`src/rtl/ptw_pkg.sv`:
```
package ptw_pkg;

   typedef enum logic [1:0] {
      FLT_NONE       = 2'd0,
      FLT_L1_INVALID = 2'd1,
      FLT_L2_INVALID = 2'd2,
      FLT_PROT       = 2'd3
   } ptw_fault_e;

   typedef enum logic [2:0] {
      S_IDLE,
      S_FETCH1,
      S_WAIT1,
      S_FETCH2,
      S_WAIT2,
      S_DONE
   } ptw_state_e;

   localparam int FLAG_VALID = 0;
   localparam int FLAG_WRITE = 1;
   localparam int FLAG_USER  = 2;

endpackage

```
`src/rtl/ptw_addr_gen.sv`:
```
module ptw_addr_gen #(
   parameter int PA_W    = 32,
   parameter int OFF_W   = 12,
   parameter int IDX1_W  = 10,
   parameter int IDX2_W  = 10,
   parameter int ENTRY_W = 32
) (
   input  logic                    second_level,
   input  logic [PA_W-1:0]         root_base,
   input  logic [PA_W-OFF_W-1:0]   table_frame,
   input  logic [IDX1_W-1:0]       idx1,
   input  logic [IDX2_W-1:0]       idx2,
   output logic [PA_W-1:0]         entry_addr
);
   localparam int ENT_SH = $clog2(ENTRY_W / 8);

   logic [PA_W-1:0] tbl_base;
   logic [PA_W-1:0] scaled;

   always_comb begin
      if (second_level) begin
         tbl_base = {table_frame, {OFF_W{1'b0}}};
         scaled   = PA_W'(idx2) << ENT_SH;
      end else begin
         tbl_base = root_base;
         scaled   = PA_W'(idx1) << ENT_SH;
      end
      entry_addr = tbl_base + scaled;
   end

endmodule

```
`src/rtl/ptw_perm_check.sv`:
```
module ptw_perm_check #(
   parameter bit ENFORCE = 1'b1
) (
   input  logic may_write,
   input  logic may_user,
   input  logic is_write,
   input  logic is_user,
   output logic allowed
);
   generate
      if (ENFORCE) begin : g_enforce
         assign allowed = (!is_write || may_write) && (!is_user || may_user);
      end else begin : g_bypass
         logic unused_rights;
         assign unused_rights = ^{may_write, may_user, is_write, is_user};
         assign allowed = 1'b1;
      end
   endgenerate

endmodule

```
`src/rtl/ptw_walker.sv`:
```
module ptw_walker
   import ptw_pkg::*;
#(
   parameter int VA_W           = 32,
   parameter int PA_W           = 32,
   parameter int OFF_W          = 12,
   parameter int IDX1_W         = 10,
   parameter int IDX2_W         = 10,
   parameter int ENTRY_W        = 32,
   parameter bit ENFORCE_RIGHTS = 1'b1
) (
   input  logic               clk,
   input  logic               rst_n,
   input  logic               req_valid,
   output logic               req_ready,
   input  logic [VA_W-1:0]    req_vaddr,
   input  logic               req_write,
   input  logic               req_user,
   input  logic [PA_W-1:0]    ptbr,
   output logic               mem_req_valid,
   input  logic               mem_req_ready,
   output logic [PA_W-1:0]    mem_req_addr,
   input  logic               mem_rsp_valid,
   input  logic [ENTRY_W-1:0] mem_rsp_data,
   output logic               resp_valid,
   output logic [PA_W-1:0]    resp_paddr,
   output logic               resp_fault,
   output logic [1:0]         resp_fault_code
);
   localparam int FRAME_W  = PA_W - OFF_W;
   localparam int FLAGS_W  = 3;
   localparam int SPARE_W  = ENTRY_W - FRAME_W - FLAGS_W;

   generate
      if (IDX1_W + IDX2_W + OFF_W != VA_W) begin : g_bad_split
         $error("ptw_walker: index and offset widths must add up to VA_W");
      end
      if (ENTRY_W % 8 != 0 || (ENTRY_W & (ENTRY_W - 1)) != 0) begin : g_bad_entry
         $error("ptw_walker: ENTRY_W must be a power of two number of bytes");
      end
      if (SPARE_W < 0) begin : g_bad_fit
         $error("ptw_walker: entry too narrow for frame plus flags");
      end
   endgenerate

   ptw_state_e            state_q;
   logic [VA_W-1:0]       va_q;
   logic                  wr_q;
   logic                  usr_q;
   logic [PA_W-1:0]       base_q;
   logic [FRAME_W-1:0]    tbl_frame_q;
   logic [PA_W-1:0]       paddr_q;
   ptw_fault_e            code_q;

   logic [IDX1_W-1:0]     idx1;
   logic [IDX2_W-1:0]     idx2;
   logic [OFF_W-1:0]      page_off;
   logic [FRAME_W-1:0]    rsp_frame;
   logic                  rsp_ok;
   logic                  rights_ok;

   assign idx1      = va_q[VA_W-1 -: IDX1_W];
   assign idx2      = va_q[OFF_W +: IDX2_W];
   assign page_off  = va_q[OFF_W-1:0];
   assign rsp_frame = mem_rsp_data[ENTRY_W-1 -: FRAME_W];
   assign rsp_ok    = mem_rsp_data[FLAG_VALID];

   generate
      if (SPARE_W > 0) begin : g_spare
         logic [SPARE_W-1:0] unused_spare;
         assign unused_spare = mem_rsp_data[FLAGS_W +: SPARE_W];
      end
   endgenerate

   ptw_addr_gen #(
      .PA_W    (PA_W),
      .OFF_W   (OFF_W),
      .IDX1_W  (IDX1_W),
      .IDX2_W  (IDX2_W),
      .ENTRY_W (ENTRY_W)
   ) u_addr (
      .second_level (state_q == S_FETCH2),
      .root_base    (base_q),
      .table_frame  (tbl_frame_q),
      .idx1         (idx1),
      .idx2         (idx2),
      .entry_addr   (mem_req_addr)
   );

   ptw_perm_check #(
      .ENFORCE (ENFORCE_RIGHTS)
   ) u_perm (
      .may_write (mem_rsp_data[FLAG_WRITE]),
      .may_user  (mem_rsp_data[FLAG_USER]),
      .is_write  (wr_q),
      .is_user   (usr_q),
      .allowed   (rights_ok)
   );

   always_ff @(posedge clk) begin
      if (!rst_n) begin
         state_q     <= S_IDLE;
         va_q        <= '0;
         wr_q        <= 1'b0;
         usr_q       <= 1'b0;
         base_q      <= '0;
         tbl_frame_q <= '0;
         paddr_q     <= '0;
         code_q      <= FLT_NONE;
      end else begin
         unique case (state_q)
            S_IDLE: begin
               if (req_valid) begin
                  va_q    <= req_vaddr;
                  wr_q    <= req_write;
                  usr_q   <= req_user;
                  base_q  <= ptbr;
                  state_q <= S_FETCH1;
               end
            end
            S_FETCH1: if (mem_req_ready) state_q <= S_WAIT1;
            S_WAIT1: begin
               if (mem_rsp_valid) begin
                  if (!rsp_ok) begin
                     code_q  <= FLT_L1_INVALID;
                     paddr_q <= '0;
                     state_q <= S_DONE;
                  end else begin
                     tbl_frame_q <= rsp_frame;
                     state_q     <= S_FETCH2;
                  end
               end
            end
            S_FETCH2: if (mem_req_ready) state_q <= S_WAIT2;
            S_WAIT2: begin
               if (mem_rsp_valid) begin
                  if (!rsp_ok) begin
                     code_q  <= FLT_L2_INVALID;
                     paddr_q <= '0;
                  end else if (!rights_ok) begin
                     code_q  <= FLT_PROT;
                     paddr_q <= '0;
                  end else begin
                     code_q  <= FLT_NONE;
                     paddr_q <= {rsp_frame, page_off};
                  end
                  state_q <= S_DONE;
               end
            end
            S_DONE:  state_q <= S_IDLE;
            default: state_q <= S_IDLE;
         endcase
      end
   end

   assign req_ready       = (state_q == S_IDLE);
   assign mem_req_valid   = (state_q == S_FETCH1) || (state_q == S_FETCH2);
   assign resp_valid      = (state_q == S_DONE);
   assign resp_paddr      = paddr_q;
   assign resp_fault_code = code_q;
   assign resp_fault      = (code_q != FLT_NONE);


   mem_hold_chk: assert property (@(posedge clk) disable iff (!rst_n)
      mem_req_valid && !mem_req_ready |=> mem_req_valid && $stable(mem_req_addr));


   resp_pulse_chk: assert property (@(posedge clk) disable iff (!rst_n)
      resp_valid |=> !resp_valid && req_ready);


   idle_quiet_chk: assert property (@(posedge clk) disable iff (!rst_n)
      req_ready |-> !mem_req_valid && !resp_valid);


   off_pass_chk: assert property (@(posedge clk) disable iff (!rst_n)
      resp_valid && !resp_fault |-> resp_paddr[OFF_W-1:0] == va_q[OFF_W-1:0]);


   fault_zero_chk: assert property (@(posedge clk) disable iff (!rst_n)
      resp_valid && resp_fault |-> resp_paddr == '0);


   rsp_expected_chk: assert property (@(posedge clk) disable iff (!rst_n)
      mem_rsp_valid |-> (state_q == S_WAIT1) || (state_q == S_WAIT2));

endmodule

```
`config.mk`:
```
export PLATFORM = sky130hd
export DESIGN_NAME = ptw_walker
export DESIGN_NICKNAME = d
export VERILOG_FILES = /design/src/rtl/ptw_pkg.sv /design/src/rtl/ptw_addr_gen.sv /design/src/rtl/ptw_perm_check.sv /design/src/rtl/ptw_walker.sv
export SDC_FILE = /design/constraint.sdc
export NUM_CORES = 1
export LEC_CHECK = 0
export BUFFER_PORTS_ARGS = -buffer_cell sky130_fd_sc_hd__buf_2
export CAP_MARGIN = 10
export CORE_MARGIN = 2
export CORE_UTILIZATION = 52
export CTS_CLUSTER_SIZE = 40
export DETAILED_ROUTE_END_ITERATION = 8
export PLACE_DENSITY = 0.82
export SYNTH_ARGS = -nofsm -noshare
export SYNTH_HDL_FRONTEND = slang
export SYNTH_SLANG_ARGS = --single-unit
```
`constraint.sdc`:
```
create_clock -name clk -period 4.95 [get_ports clk]
set_clock_uncertainty 0.05 [all_clocks]
set_input_delay 0.7425 -clock clk [delete_from_list [all_inputs] [get_ports clk]]
set_output_delay 0.7425 -clock clk [all_outputs]
set_load 0.05 [all_outputs]
```
==> flow_summary.json <==
{
  "nFillCells": 999,
  "cts_setup_buffers": 0,
  "drtIter0Drc": 308,
  "synth_top_area_frac": 0.405,
  "synth_seq_cells": 123,
  "grt_first_pass_wirelength_um": 25400,
  "post-route-period-util": 0.892,
  "drc": 0,
  "finalNonFillerCells": 1044,
  "overflow": 0,
  "cp_data_required_time_ns": 4.16,
  "drive_gt1_frac": 0.243,
  "ys_top_cells_by_area": "dfxtp_1 (41%), nand2_1 (14%), a21boi_0 (11%)",
  "max_cap_viol_count": 0,
  "max_stage_delay_ns": 0.56,
  "numClockSinks": 123,
  "rsz0062_at_grt": "no",
  "path_clk_slew_ns": 0.05,
  "end_kind": "output port",
  "cts_hold_buf": 0,
  "final_core_util": 0.660,
  "irDropWorstVdd_uv": 499,
  "row_count": 39,
  "grt_max_degree": 85,
  "async_flop_share": 0,
  "slew_violations": 0,
  "synth_area_um2": 6080,
  "avgSynthCellArea_um2": 8.15,
  "htree_num_levels": 4,
  "synth.largest_area_cell": "dfxtp_1",
  "crit_top_cell": "nand2_1",
  "cts_tree": "yes",
  "track_usage": 0.249,
  "start_util": 0.532,
  "io-pin-count": 173,
  "numPortBuffers": 163,
  "fin_crit_ns": 4.42,
  "cp_slowest_cell": "and3b_1",
  "synth.distinct_cells": 54,
  "slew_headroom": 0.310,
  "final_cell_mix": "nand2_1 (221), buf_2 (163), dfxtp_1 (123)",
  "worstPathMaxFanout": 11,
  "vias_per_cell": 5.23,
  "crit_type": "register to output port",
  "mostFrequentLayoutCell": "nand2_1",
  "min_path_type": "register to register",
  "dp.cells": 1011,
  "nNetsFinal": 1001,
  "max_freq_mhz": 226,
  "layout_setup_ws_ns": 0.534,
  "cellPowerDensity_nw_per_um2": 359,
  "status": "completed",
  "p_total_mw": 2.71,
  "antenna_left": 0,
  "grt_antenna_before_repair": 1,
  "yosysSeqAreaShare": 0.405,
  "ys_warn_count": 0,
  "arrival_ns": 3.62,
  "core_area_um2": 11400,
  "dr.pass1.iters": 5,
  "finalSetupViolations": 0,
  "netlist_instances": 746,
  "clk_latency_ns": 0.41,
  "die_area_um2": 12600,
  "cts_made_buffers": 17,
  "crit_chain": "and3b_1, nand2_1, nand2_1, ha_1, a21oi_1, o22ai_1, o31ai_1, buf_4, nor3_1, xnor2_1, mux2i_1, buf_2",
  "synth-edff-count": 0,
  "tightest_slew_ns": 1.03,
  "crit_family": "simple AND/OR/NAND/NOR gates",
  "die_h_um": 112,
  "path_buf_inv": 2,
  "place.gp.congestion": 0.851,
  "cts_root_buf": "clkbuf_16",
  "clk_path_buf_depth": 2,
  "cp-start-kind": "register",
  "die_w_um": 112,
  "first_global_vias": 5278,
  "finalHoldViolCount": 0,
  "dp_slack_ns": 0.947,
  "wl_um": 15300,
  "p_leak_nw": 3.09,
  "fin_setup_tns_ns": 0,
  "area_delta_synth_final_pct": 23.9,
  "vias": 5464,
  "wl_per_cell_um": 14.6,
  "cts_resized": 0,
  "place_hpwl_um": 10500,
  "ys.flop_type": "dfxtp_1",
  "synth_nets": 860
}
==> area by class of cell <==
class                           count  area (um2)  area share
Tap cell                          143         179      0.0238
Sequential cell                   123        2460       0.327
Multi-Input combinational cell    567        3390       0.450
Timing Repair Buffer              171         876       0.116
Inverter                            7        26.3     0.00349
Clock buffer                       19         453      0.0601
Clock inverter                     13         141      0.0188
Antenna cell                        1        2.50    0.000332
==> state kept, by name, summed over array words and instances, names as in the netlist <==
| signal | count |
|---|---|
| tbl_frame_q | 20 |
| va_q | 32 |
| resp_fault_code | 2 |
| wr_q | 1 |
| resp_paddr | 32 |
| base_q | 32 |
| usr_q | 1 |
| state_q | 3 |
==> worst paths after layout <==
path         depth (start not counted)  slack (ns)               end        from
max reg2reg                          7        2.19    resp_paddr[20]  state_q[1]
min                                  2        0.41        base_q[10]  base_q[10]
max                                 12        0.53  mem_req_addr[24]  state_q[0]
min reg2reg                          2        0.41        base_q[10]  base_q[10]
==> cell families (layout without fill, tap and decap cells) <==
family          count (synthesis)  in the layout  synth area share
simple gates                  345            345             0.260
compound gates                162            162             0.196
mux                            21             21            0.0354
xor+xnor                       28             28            0.0403
buf+inv                        56            210            0.0395
fa+ha+maj                      11             11            0.0239
other cells                     0              1                 0
flops                         123            123             0.405
==> report_power, final <==
group / total [mW] / switching (mW) / internal (mW)
logic: 0.411 / 0.278 / 0.133
registers: 1.07 / 0.0315 / 1.04
clock network: 1.23 / 0.459 / 0.769
==> Yosys cell counts, types with 3 or more instances <==
| cell type | instances |
|---|---|
| a21boi_0 | 87 |
| a21oi_1 | 12 |
| a22oi_1 | 32 |
| and2_1 | 17 |
| buf_2 | 15 |
| clkbuf_1 | 31 |
| dfxtp_1 | 123 |
| ha_1 | 10 |
| inv_1 | 6 |
| mux2i_1 | 19 |
| nand2_1 | 222 |
| nand2b_1 | 3 |
| nand3_1 | 15 |
| nand4_1 | 3 |
| nor2_1 | 18 |
| nor2b_1 | 43 |
| nor3_1 | 7 |
| nor4_1 | 3 |
| o21ai_0 | 8 |
| o21ai_2 | 3 |
| o22ai_1 | 5 |
| xnor2_1 | 20 |
| xor2_1 | 8 |
==> worst register-to-register path: stages, from the launching register on <==
cell and delay (ns):
dfxtp_1 0.47, nor2b_1 0.24, nor2b_1 0.24, o21ai_4 0.30, nor3_4 0.71, buf_4 0.37, a22oi_1 0.12, nor2b_1 0.19
==> per-layer routing <==
layer	wire, um	part of all wire	up-vias	global-route usage
met5	0	0	-	0
met3	984	0.064	10	0.0821
met4	135	0.0088	0	0.0732
li1	-	-	2795	-
met2	7380	0.48	135	0.412
met1	6780	0.44	2524	0.312
==> per-stage QoR <==
step / hold slack [ns] / cell area [um2]
floorplan: 0.389 / 6080
global placement: 0.398 / 6940
detailed placement: 0.404 / 6940
CTS: 0.412 / 7530
global route: 0.431 / 7530
finish: 0.408 / 7530
Power figures use the tool's default switching activity.
